===== src/rtl/asym_wdog_pkg.sv =====
package asym_wdog_pkg;

    localparam int CODE_W = 3;
    localparam int NCODES = 1 << CODE_W;

    typedef enum logic {
        PH_WAIT = 1'b0,
        PH_HIGH = 1'b1
    } phase_e;

    // Base interval in ticks for a code, with 2**tick_shift ticks per second.
    function automatic int base_ticks(input int code, input int tick_shift);
        if (code == 0)
            return 1 << (tick_shift - 2);
        else if (code == NCODES - 1)
            return 1 << (tick_shift - 1);
        else
            return 1 << (tick_shift + code - 9);
    endfunction

endpackage


===== src/rtl/awd_rate_reg.sv =====
module awd_rate_reg
    import asym_wdog_pkg::*;
#(
    parameter int DATA_W   = 8,
    parameter int CODE_LSB = 4
) (
    input  logic              clk,
    input  logic              rst_n,
    input  logic              wr_en_i,
    input  logic [DATA_W-1:0] wr_data_i,
    output logic [CODE_W-1:0] code_next_o
);

    typedef struct packed {
        logic [CODE_W-1:0] code;
    } rate_st_t;

    rate_st_t st_d, st_q;

    always_comb begin
        st_d = st_q;
        if (wr_en_i)
            st_d.code = wr_data_i[CODE_LSB +: CODE_W];
    end

    always_ff @(posedge clk or negedge rst_n) begin
        if (!rst_n)
            st_q <= '0;
        else
            st_q <= st_d;
    end

    // The code that will hold after this edge: a reload in a write cycle must use the new code.
    assign code_next_o = st_d.code;

endmodule


===== src/rtl/awd_interval_map.sv =====
module awd_interval_map
    import asym_wdog_pkg::*;
#(
    parameter int TICK_SHIFT = 8,
    parameter int RATIO      = 6,
    parameter int CNT_W      = 10
) (
    input  logic [CODE_W-1:0] code_i,
    output logic [CNT_W-1:0]  base_o,
    output logic [CNT_W-1:0]  lead_o
);

    logic [CNT_W-1:0] base_tab [NCODES];
    logic [CNT_W-1:0] lead_tab [NCODES];

    for (genvar g = 0; g < NCODES; g++) begin : g_tab
        assign base_tab[g] = CNT_W'(base_ticks(g, TICK_SHIFT));
        assign lead_tab[g] = CNT_W'(RATIO * base_ticks(g, TICK_SHIFT));
    end

    assign base_o = base_tab[code_i];
    assign lead_o = lead_tab[code_i];

endmodule


===== src/rtl/awd_phase_fsm.sv =====
module awd_phase_fsm
    import asym_wdog_pkg::*;
#(
    parameter int CNT_W     = 10,
    parameter int RST_RELOAD = 384
) (
    input  logic             clk,
    input  logic             rst_n,
    input  logic             tick_i,
    input  logic             activate_i,
    input  logic             restart_i,
    input  logic [CNT_W-1:0] base_i,
    input  logic [CNT_W-1:0] lead_i,
    output logic             out_o
);

    typedef struct packed {
        phase_e           phase;
        logic [CNT_W-1:0] cnt;
        logic             out;
    } fsm_st_t;

    fsm_st_t st_d, st_q;

    always_comb begin
        st_d = st_q;
        if (!activate_i || restart_i) begin
            // Held or restarted: low, full lead interval loaded.
            st_d.phase = PH_WAIT;
            st_d.cnt   = lead_i;
            st_d.out   = 1'b0;
        end else if (tick_i) begin
            if (st_q.cnt <= CNT_W'(1)) begin
                if (st_q.phase == PH_WAIT) begin
                    st_d.phase = PH_HIGH;
                    st_d.cnt   = base_i;
                    st_d.out   = 1'b1;
                end else begin
                    st_d.phase = PH_WAIT;
                    st_d.cnt   = lead_i;
                    st_d.out   = 1'b0;
                end
            end else begin
                st_d.cnt = st_q.cnt - CNT_W'(1);
            end
        end
    end

    always_ff @(posedge clk or negedge rst_n) begin
        if (!rst_n) begin
            st_q.phase <= PH_WAIT;
            st_q.cnt   <= CNT_W'(RST_RELOAD);
            st_q.out   <= 1'b0;
        end else begin
            st_q <= st_d;
        end
    end

    assign out_o = st_q.out;

endmodule


===== src/rtl/asym_wdog.sv =====
module asym_wdog
    import asym_wdog_pkg::*;
#(
    parameter int DATA_W     = 8,
    parameter int CODE_LSB   = 4,
    parameter int TICK_SHIFT = 8,
    parameter int RATIO      = 6
) (
    input  logic              clk,
    input  logic              rst_n,
    input  logic              tick_i,
    input  logic              activate_i,
    input  logic              kick_i,
    input  logic              wr_en_i,
    input  logic [DATA_W-1:0] wr_data_i,
    output logic              wd_out_o
);

    localparam int MAX_LEAD   = RATIO * (1 << (TICK_SHIFT - 1));
    localparam int CNT_W      = $clog2(MAX_LEAD + 1);
    localparam int RST_RELOAD = RATIO * base_ticks(0, TICK_SHIFT);

    logic [CODE_W-1:0] code_next;
    logic [CNT_W-1:0]  base_ticks_w;
    logic [CNT_W-1:0]  lead_ticks_w;
    logic              restart;

    assign restart = wr_en_i | kick_i;   // checked before the tick in the FSM

    awd_rate_reg #(
        .DATA_W   (DATA_W),
        .CODE_LSB (CODE_LSB)
    ) rate_i (
        .clk         (clk),
        .rst_n       (rst_n),
        .wr_en_i     (wr_en_i),
        .wr_data_i   (wr_data_i),
        .code_next_o (code_next)
    );

    awd_interval_map #(
        .TICK_SHIFT (TICK_SHIFT),
        .RATIO      (RATIO),
        .CNT_W      (CNT_W)
    ) map_i (
        .code_i (code_next),
        .base_o (base_ticks_w),
        .lead_o (lead_ticks_w)
    );

    awd_phase_fsm #(
        .CNT_W      (CNT_W),
        .RST_RELOAD (RST_RELOAD)
    ) fsm_i (
        .clk        (clk),
        .rst_n      (rst_n),
        .tick_i     (tick_i),
        .activate_i (activate_i),
        .restart_i  (restart),
        .base_i     (base_ticks_w),
        .lead_i     (lead_ticks_w),
        .out_o      (wd_out_o)
    );

endmodule


===== config.mk =====
export PLATFORM = sky130hd
export DESIGN_NAME = asym_wdog
export DESIGN_NICKNAME = d
export VERILOG_FILES = /design/src/rtl/asym_wdog_pkg.sv /design/src/rtl/awd_rate_reg.sv /design/src/rtl/awd_interval_map.sv /design/src/rtl/awd_phase_fsm.sv /design/src/rtl/asym_wdog.sv
export SDC_FILE = /design/constraint.sdc
export NUM_CORES = 1
export LEC_CHECK = 0
export BUFFER_PORTS_ARGS = -buffer_cell sky130_fd_sc_hd__buf_4
export CAP_MARGIN = 10
export CORE_ASPECT_RATIO = 0.75
export CORE_MARGIN = 2
export CORE_UTILIZATION = 53
export CTS_CLUSTER_SIZE = 20
export DETAILED_ROUTE_END_ITERATION = 6
export PLACE_DENSITY_LB_ADDON = 0.1
export SETUP_SLACK_MARGIN = 0.02
export SYNTH_ARGS = -nofsm -noshare
export SYNTH_HDL_FRONTEND = slang
export SYNTH_SLANG_ARGS = --single-unit
export TNS_END_PERCENT = 1

===== constraint.sdc =====
create_clock -name clk -period 2.46 [get_ports clk]
set_input_delay 0.492 -clock clk [delete_from_list [all_inputs] [get_ports clk]]
set_output_delay 0.492 -clock clk [all_outputs]
set_load 0.1 [all_outputs]

==> results.md, run 1 <==
- The flow ran to the end, but the final reports show violations.
- The final reports fail on design-rule violations.
- At the end of the flow the core is filled with cells to 61.9%.
- The fraction of synthesis flops using an asynchronous set or reset pin is 100%.
- Before CTS, the worst setup slack after placement is 0.176 ns.
- The static power due to leakage is 0.544 nW.
- The number of hold-slack violations in the final timing report came to 0.
- The number of buffers inserted during clock tree synthesis is 3.
- The initial standard-cell utilization of the core is 58.1%.
- In this design, the stage delay of the slowest critical-path cell is 0.57 ns.
- The number of cell instances on the worst register-to-register path is 6.
- Setup repair after global routing left no endpoint under its margin.
- The initial antenna violation count is 0.
- The number of gates on the worst path with buffers counted is 6.
- The tightest hold path in the finished design has a slack of 0.0371 ns.
- The aggregate global-route resource usage is 25.0%.
- The endpoint identified for the worst register-to-register timing path is fsm_i.st_q[10].
- The register bit count reported by yosys is 14.
- At the pin with the least slew margin, the transition time is 0.531 ns.
- The nature of the critical path startpoint is a flop.
- The maximum number of pins on one net before global-route repair is 15.
- The clock tree from TritonCTS is yes.
- Tracing the worst setup path back leads to its startpoint at fsm_i.st_q[1].
- The cell with the largest stage delay on the worst path is sky130_fd_sc_hd__or4b_1.
- The number of antenna diodes in the final layout is 0.
- The average via count per standard cell is 6.66.
- The share of the cycle needed by the critical path after routing is 90.4%.
- The die extent in y is 45.4 um.
- Power spread over the standard cell area amounts to 546 nW/um^2.
- The first global-routing pass estimated 5.00 mm of wire.
- The average wire length per cell after detail routing is 18.2 um.
- After synthesis, flip-flops and latches occupy 29.1% of the total area.
- The total routed wirelength is 2.86 mm.
- In this run the register-to-register setup slack is 0.24 ns.
- The kind of cell with the highest combined delay along the critical path is simple AND/OR/NAND/NOR gates.
- The number of global-route vias before repair was 1052.
- The area overhead of the layout relative to synthesis is 6.51%.
- The share of cells above drive strength 1 is 21.8%.
- Counting flops with a built-in enable in the synthesized netlist gives 0.
- Walking the worst path, the cells encountered are inv_1 -> ha_1 -> or2_4 -> and2_1 -> or4b_1 -> o221ai_1.
- The post-layout net count is 154.
- Counting distinct cell types in the post-synthesis netlist gives 54.
- The synthesized netlist net count is 143.
- Clock-pin slew was measured on the worst setup and hold paths at 0.08 ns.
- Summed over all nets, the half-perimeter wirelength after detailed placement is 2.17 mm.
- The total area inside the core boundary comes to 2080 sq um.
- The detailed-route via count is 1045.
- The peak fanout along the critical path is 6.
- The count of routing violations after the opening detailed-route iteration is 78.
- The critical path class is reg -> reg.
- The area of the mapped netlist is 1210 sq um.
- Timing would allow up to 450 MHz.
- The number of detailed-routing iterations run before antenna repair is 6.
- The startpoint of the most critical register-to-register path is fsm_i.st_q[1].
- The final number of max-transition violations was 0.
- Clock skew on the completed layout was measured at 0.00905 ns.
- The worst setup margin is 0.237 ns.
- The synthesized area per cell is 9.85 sq um.
- The commonest non-fill, non-tap cell in the layout is sky130_fd_sc_hd__dfrtp_1.
- CTS built an H-tree with a depth of 1.
- CTS saw 14 sinks.
- The commonest register cell after synthesis is sky130_fd_sc_hd__dfrtp_1.
- The global placement routability congestion is 0.868.
- In this run the worst hold path is classified as in -> async.
- The termination of the worst setup path is fsm_i.st_q[10].
- The number of hold buffers added after CTS is 0.
- The number of buffers and inverters on the critical path is 1.
- The number of setup buffers added after CTS is 0.
- The die covers 2690 sq um.
- In this run the horizontal extent of the chip is 59.2 um.
- The count of buffers inserted at the top-level ports is 9.
- For this run, the number of Yosys warnings is 0.
- The count of endpoints failing setup in the final report is 0.
- In the layout the commonest cells are 12 x sky130_fd_sc_hd__dfrtp_1, 11 x sky130_fd_sc_hd__buf_4, 8 x sky130_fd_sc_hd__mux2i_1, 8 x sky130_fd_sc_hd__nor2_1.
- The smallest clock period supported by the final layout is computed as 2.22 ns.
- Measured against its own limit, the worst slew margin works out to 64.6%.
- The master cell of the clock root buffer is sky130_fd_sc_hd__clkbuf_4.
- The number of max-cap violations is 0.
- After technology mapping, the gate count stands at 123.
- The placement row count is 14.
- The number of gates resized after CTS was 0.
- VDD sags by at most 0.000297 V.
- The data required time of the worst path is 2.65 ns.
- The total chip power is 705 uW.
- After detailed routing, the number of remaining DRC violations is 1.
- The critical path endpoint category is a flop.
- Global routing finished with a remaining overflow of 0.
- The worst-skew pair later-pin latency is 0.28 ns.
- The count of nets left with antenna violations once routing finished came out at 0.
- During I/O placement, the number of pins put on the boundary was 15.
- The critical path data arrival time is 2.42 ns.
- For the final routed database, the setup TNS stands at 0 ns.
- The maximum root-to-sink buffer count is 2.
## logic make-up (layout without fill, tap and decap cells)
family                   count (synthesis)  count (layout)  share of synthesized area, %
adder cells (fa/ha/maj)                  6               6                          6.20
AND/OR/NAND/NOR                         46              46                          27.0
buffers and inverters                   12              22                          7.13
AO/OA/AOI/OAI                           30              30                          18.3
flip-flops                              14              14                          29.1
multiplexers                            11              11                          9.40
XOR/XNOR                                 4               4                          2.89
## registers in the layout (all words and copies together) (netlist names)
register / cells
fsm_i.st_q: 11
rate_i.st_q: 3
## worst register-to-register path, delay by kind of cell, from the launching register on
| kind | cells | cell delay [ns] |
|---|---|---|
| compound gates | 1 | 0.19 |
| fa+ha+maj | 1 | 0.31 |
| buf+inv | 1 | 0.12 |
| flops | 1 | 0.45 |
| simple gates | 3 | 1.07 |
## metrics by stage
step	area (sq um)	instances
2_1_floorplan	1210	123
3_3_place_gp	1260	153
3_5_place_dp	1260	153
4_1_cts	1290	157
5_1_grt	1290	157
6_report	1290	157
## cells in the mapped netlist (2+ instances only)
master / count / area [sq um]
sky130_fd_sc_hd__o22ai_1: 2 / 12.5
sky130_fd_sc_hd__nor3_1: 2 / 10.0
sky130_fd_sc_hd__nand3_1: 3 / 15.0
sky130_fd_sc_hd__and3_1: 2 / 12.5
sky130_fd_sc_hd__or4_1: 2 / 15.0
sky130_fd_sc_hd__dfstp_2: 2 / 52.6
sky130_fd_sc_hd__nand2b_1: 2 / 12.5
sky130_fd_sc_hd__nand2_1: 5 / 18.8
sky130_fd_sc_hd__inv_1: 5 / 18.8
sky130_fd_sc_hd__nor2_1: 8 / 30.0
sky130_fd_sc_hd__mux2i_1: 8 / 80.1
sky130_fd_sc_hd__o21ai_0: 3 / 15.0
sky130_fd_sc_hd__nand4_1: 3 / 18.8
sky130_fd_sc_hd__xor2_1: 4 / 35.0
sky130_fd_sc_hd__ha_1: 6 / 75.1
sky130_fd_sc_hd__o221ai_1: 2 / 17.5
sky130_fd_sc_hd__o211ai_1: 2 / 15.0
sky130_fd_sc_hd__a31oi_1: 6 / 37.5
sky130_fd_sc_hd__nand3_2: 2 / 20.0
sky130_fd_sc_hd__mux2_2: 2 / 22.5
sky130_fd_sc_hd__a221oi_1: 2 / 17.5
sky130_fd_sc_hd__dfrtp_1: 12 / 300
sky130_fd_sc_hd__a21oi_1: 2 / 10.0
sky130_fd_sc_hd__nor3b_1: 2 / 15.0
sky130_fd_sc_hd__clkbuf_8: 3 / 41.3
sky130_fd_sc_hd__nor4_4: 2 / 42.5
sky130_fd_sc_hd__o311ai_0: 2 / 17.5
## power breakdown
group / internal [mW] / total [mW] / switching, mW
clock: 0.0630 / 0.133 / 0.0703
sequential: 0.261 / 0.307 / 0.0463
combinational: 0.120 / 0.264 / 0.144
total: 0.444 / 0.705 / 0.261
## layout make-up
cell class                      count  area (sq um)
Multi-Input combinational cell     97           772
Fill cell                         177           795
Tap cell                           24          30.0
Timing Repair Buffer               11          82.6
Clock buffer                        4          26.3
Inverter                            7          26.3
Sequential cell                    14           353
## layer usage
layer | global-route usage, % | up-vias | part of all wire, %
met5 | 0 | - | 0
met4 | 7.27 | 0 | 0.66
met3 | 5.97 | 4 | 9.1
met2 | 39.6 | 59 | 44
met1 | 34.3 | 483 | 46
li1 | - | 499 | -
## worst min-delay path by stage
stage / start / end / slack [ns] / depth (start not counted)
finish: rst_n / fsm_i.st_q[11] / 0.04 / 1
global route: rst_n / fsm_i.st_q[5] / 0.04 / 1
CTS: rst_n / fsm_i.st_q[4] / 0.04 / 1
detailed placement: rst_n / fsm_i.st_q[4] / 0.35 / 1
global placement: rst_n / fsm_i.st_q[11] / 0.35 / 1
floorplan: rst_n / fsm_i.st_q[10] / 0.20 / 0
Note: power is estimated with default switching activity, not from simulation.
==> run 2, diff against run 1 <==
CTS_BUF_LIST = sky130_fd_sc_hd__clkbuf_8   (was unset)
GPL_TIMING_DRIVEN = 0   (was unset)
==> run 2 against run 1 <==
Effect of this change:
- the run now ends clean
- combinational power rose by 2%
- sequential cell count did not move
- clock power rose by 72%
- final area rose by 4.6%
- worst hold slack improved by 0.042 ns
- utilization rose by 2.8 points
==> results.md, run 2 (synthesized netlist as in run 1, its figures left out) <==
- The clock tree from TritonCTS was yes (unchanged).
- The number of hold-slack violations in the final timing report came to 0 (unchanged).
- The post-route setup TNS is 0 ns (unchanged).
- The met1 wire length is 1.38 mm (was 1.32 mm).
- The number of buffers inserted during clock tree synthesis is 3 (unchanged).
- The kind of cell adding the most delay to the critical path is simple AND/OR/NAND/NOR gates (unchanged).
- The count of endpoints failing setup in the final report is 0 (unchanged).
- Largest registers: fsm_i.st_q (11), rate_i.st_q (3) (unchanged).
- The critical path endpoint category is a flop (unchanged).
- The sequential fraction of design power was 38.0% (was 43.6%).
- The detailed placer's ending HPWL is 2.14 mm (was 2.17 mm).
- The post-CTS repair timing setup buffer count is 0 (unchanged).
- The maximum cell stage delay along the critical path came to 0.57 ns (about the same).
- The initial standard-cell utilization of the core is 58.1% (unchanged).
- The number of buffer and inverter stages on the critical path came to 1 (unchanged).
- The total chip power is 805 uW (was 705 uW).
- The flip-flop count of the largest register after layout is 11 (unchanged).
- The global-route wire length before repair is 4.90 mm (was 5.00 mm).
- The initial antenna violation count is 0 (unchanged).
- The total routed wirelength was 2.98 mm (was 2.86 mm).
- The most flop-heavy register is fsm_i.st_q (unchanged).
- The fraction of power spent switching nets came to 34.6% (was 37.0%).
- The detailed-route via count is 1053 (was 1045).
- List of cells traversed by the critical path: inv_1 -> ha_1 -> or2_4 -> and2_1 -> or4b_1 -> o221ai_1 (unchanged).
- The die area was 2690 sq um (unchanged).
- The number of max-cap violations is 0 (unchanged).
- The power per standard cell area came to 596 nW/um^2 (was 546 nW/um^2).
- The clock share of power was 28.5% (was 18.9%).
- The area overhead of the layout relative to synthesis is 11.4% (was 6.51%).
- Setup repair after global routing missed its margin: no (unchanged).
- The share of the cycle needed by the critical path after routing is 90.4% (about the same).
- The transition at the pin with the smallest max-transition slack is 0.431 ns (was 0.531 ns).
- The average via count per standard cell is 6.66 (about the same).
- The overall die width came to 59.2 um (unchanged).
- The die extent in y is 45.4 um (unchanged).
- The net switching power of the design is 278 uW (was 261 uW).
- The number of global-route vias before repair is 1007 (was 1052).
- The number of antenna-violating nets in the routed design is 0 (unchanged).
- The worst voltage drop across the vdd grid was 0.000427 V (was 0.000297 V).
- The cell with the largest stage delay on the worst path is sky130_fd_sc_hd__or4b_1 (unchanged).
- The global placement routability congestion is 0.937 (was 0.868).
- The number of H-tree levels is 1 (unchanged).
- The part of the power in combinational logic was 33.6% (was 37.5%).
- The worst-skew pair later-pin latency is 0.25 ns (was 0.28 ns).
- The static power due to leakage is 0.571 nW (was 0.544 nW).
- The number of diodes added for antenna fixing is 0 (unchanged).
- The post-detailed-route DRC marker count is 0 (was 1).
- The clock transition time at the flip-flop clock pins of the worst setup and hold paths is 0.06 ns (was 0.08 ns).
- The total grt overflow came to 0 (unchanged).
- The amount of wire on met3 after detailed routing is 284 um (was 261 um).
- The peak fanout along the critical path is 6 (unchanged).
- The commonest non-fill, non-tap cell in the layout is sky130_fd_sc_hd__dfrtp_1 (unchanged).
- Status: complete, no violations (was complete, but fails checks).
- The number of sinks handled by clock tree synthesis came to 14 (unchanged).
- The headroom to the max-slew limit came to 71.0% (was 64.6%).
- The count of cells resized by post-cts repair was 0 (unchanged).
- The count of buffers inserted at the top-level ports is 7 (was 9).
- The core box area is 2080 sq um (unchanged).
- The path type of the worst min-delay path is in -> async (unchanged).
- The post-layout net count came to 155 (was 154).
- The critical path data arrival time is 2.39 ns (was 2.42 ns).
- The data required time of the worst path is 2.62 ns (was 2.65 ns).
- The placement row count came to 14 (unchanged).
- The number of detailed-routing iterations run before antenna repair is 4 (was 6).
- The maximum root-to-sink buffer count is 2 (unchanged).
- The count of routing violations after the opening detailed-route iteration was 72 (was 78).
- The nature of the critical path startpoint is a flop (unchanged).
- The number of hold buffers added after CTS came to 0 (unchanged).
- The critical path class is reg -> reg (unchanged).
- The minimum period implied by the final worst setup slack is 2.22 ns (about the same).
- The total I/O pin count came to 15 (unchanged).
- The maximum number of pins on one net before global-route repair is 15 (unchanged).
- The worst clock skew on the final layout was 0.000820 ns (was 0.00905 ns).
- The maximum achievable frequency is 450 MHz (about the same).
- Most frequent cells in the layout: 12 x sky130_fd_sc_hd__dfrtp_1, 8 x sky130_fd_sc_hd__mux2i_1, 8 x sky130_fd_sc_hd__buf_4, 8 x sky130_fd_sc_hd__nor2_1, 7 x sky130_fd_sc_hd__clkbuf_8 (was 12 x sky130_fd_sc_hd__dfrtp_1, 11 x sky130_fd_sc_hd__buf_4, 8 x sky130_fd_sc_hd__mux2i_1, 8 x sky130_fd_sc_hd__nor2_1).
- The final number of max-transition violations is 0 (unchanged).
- The share of cells above drive strength 1 came to 23.1% (was 21.8%).
- The average wire length per cell after detail routing is 18.9 um (was 18.2 um).
- The highest layer used for signal routing is met4 (unchanged).
- The aggregate global-route resource usage is 25.2% (was 25.0%).
- The sum of met2 wire segment lengths after detailed routing is 1.28 mm (was 1.25 mm).
- The master cell of the clock root buffer is sky130_fd_sc_hd__clkbuf_8 (was sky130_fd_sc_hd__clkbuf_4).
- The internal power came to 527 uW (was 444 uW).
-- run 2: changes by cell type in the layout (fill, tap and decap cells not counted) --
cell / change
sky130_fd_sc_hd__buf_4: -3
sky130_fd_sc_hd__buf_6: +1
sky130_fd_sc_hd__clkbuf_1: -1
sky130_fd_sc_hd__clkbuf_4: -3
sky130_fd_sc_hd__clkbuf_8: +7
-- run 2: power by group through the flow --
stage	Combinational (mW)	Sequential (mW)	Clock, mW
3_5_place_dp	0.263	0.308	0
3_3_place_gp	0.259	0.307	0
6_report	0.270	0.305	0.229
5_1_grt	0.297	0.310	0.239
2_1_floorplan	0.203	0.300	0
4_1_cts	0.267	0.304	0.231
-- run 2: metal layers --
metal | vias to the layer above | global-route usage (%)
li1 | 502 | -
met1 | 496 | 36.3
met2 | 51 | 37.6
met3 | 4 | 7.10
met4 | 0 | 5.45
met5 | - | 0
-- run 2: layout make-up --
type | instances | area [sq um]
inverter | 7 | 26.3
timing repair buffer | 7 | 52.6
fill | 166 | 736
tap | 24 | 30.0
sequential | 14 | 353
multi-input combinational | 97 | 772
clock buffer | 4 | 55.1
buffer | 5 | 60.1
-- run 2: path summary, 6_finish.rpt --
kind / from / to / slack [ns] / depth (start not counted)
max: fsm_i.st_q[1] / fsm_i.st_q[10] / 0.24 / 6
min: rst_n / fsm_i.st_q[5] / 0.08 / 1
max reg2reg: fsm_i.st_q[1] / fsm_i.st_q[10] / 0.24 / 6
min reg2reg: rate_i.st_q[0] / rate_i.st_q[0] / 0.59 / 2
max in group asynchronous: rst_n / fsm_i.st_q[8] / 2.14 / 1
min in group clk: tick_i / fsm_i.st_q[1] / 0.58 / 3
-- run 2: metrics by stage --
step | setup slack (ns) | hold WS [ns] | util (%) | std cells | area [sq um]
2_1_floorplan | 0.475 | 0.196 | - | 123 | 1210
3_5_place_dp | 0.266 | 0.349 | 62.1 | 154 | 1290
3_3_place_gp | 0.293 | 0.350 | 62.1 | 154 | 1290
4_1_cts | 0.257 | 0.0804 | 64.7 | 158 | 1350
5_1_grt | 0.134 | 0.0900 | 64.7 | 158 | 1350
6_report | 0.237 | 0.0794 | 64.7 | 158 | 1350
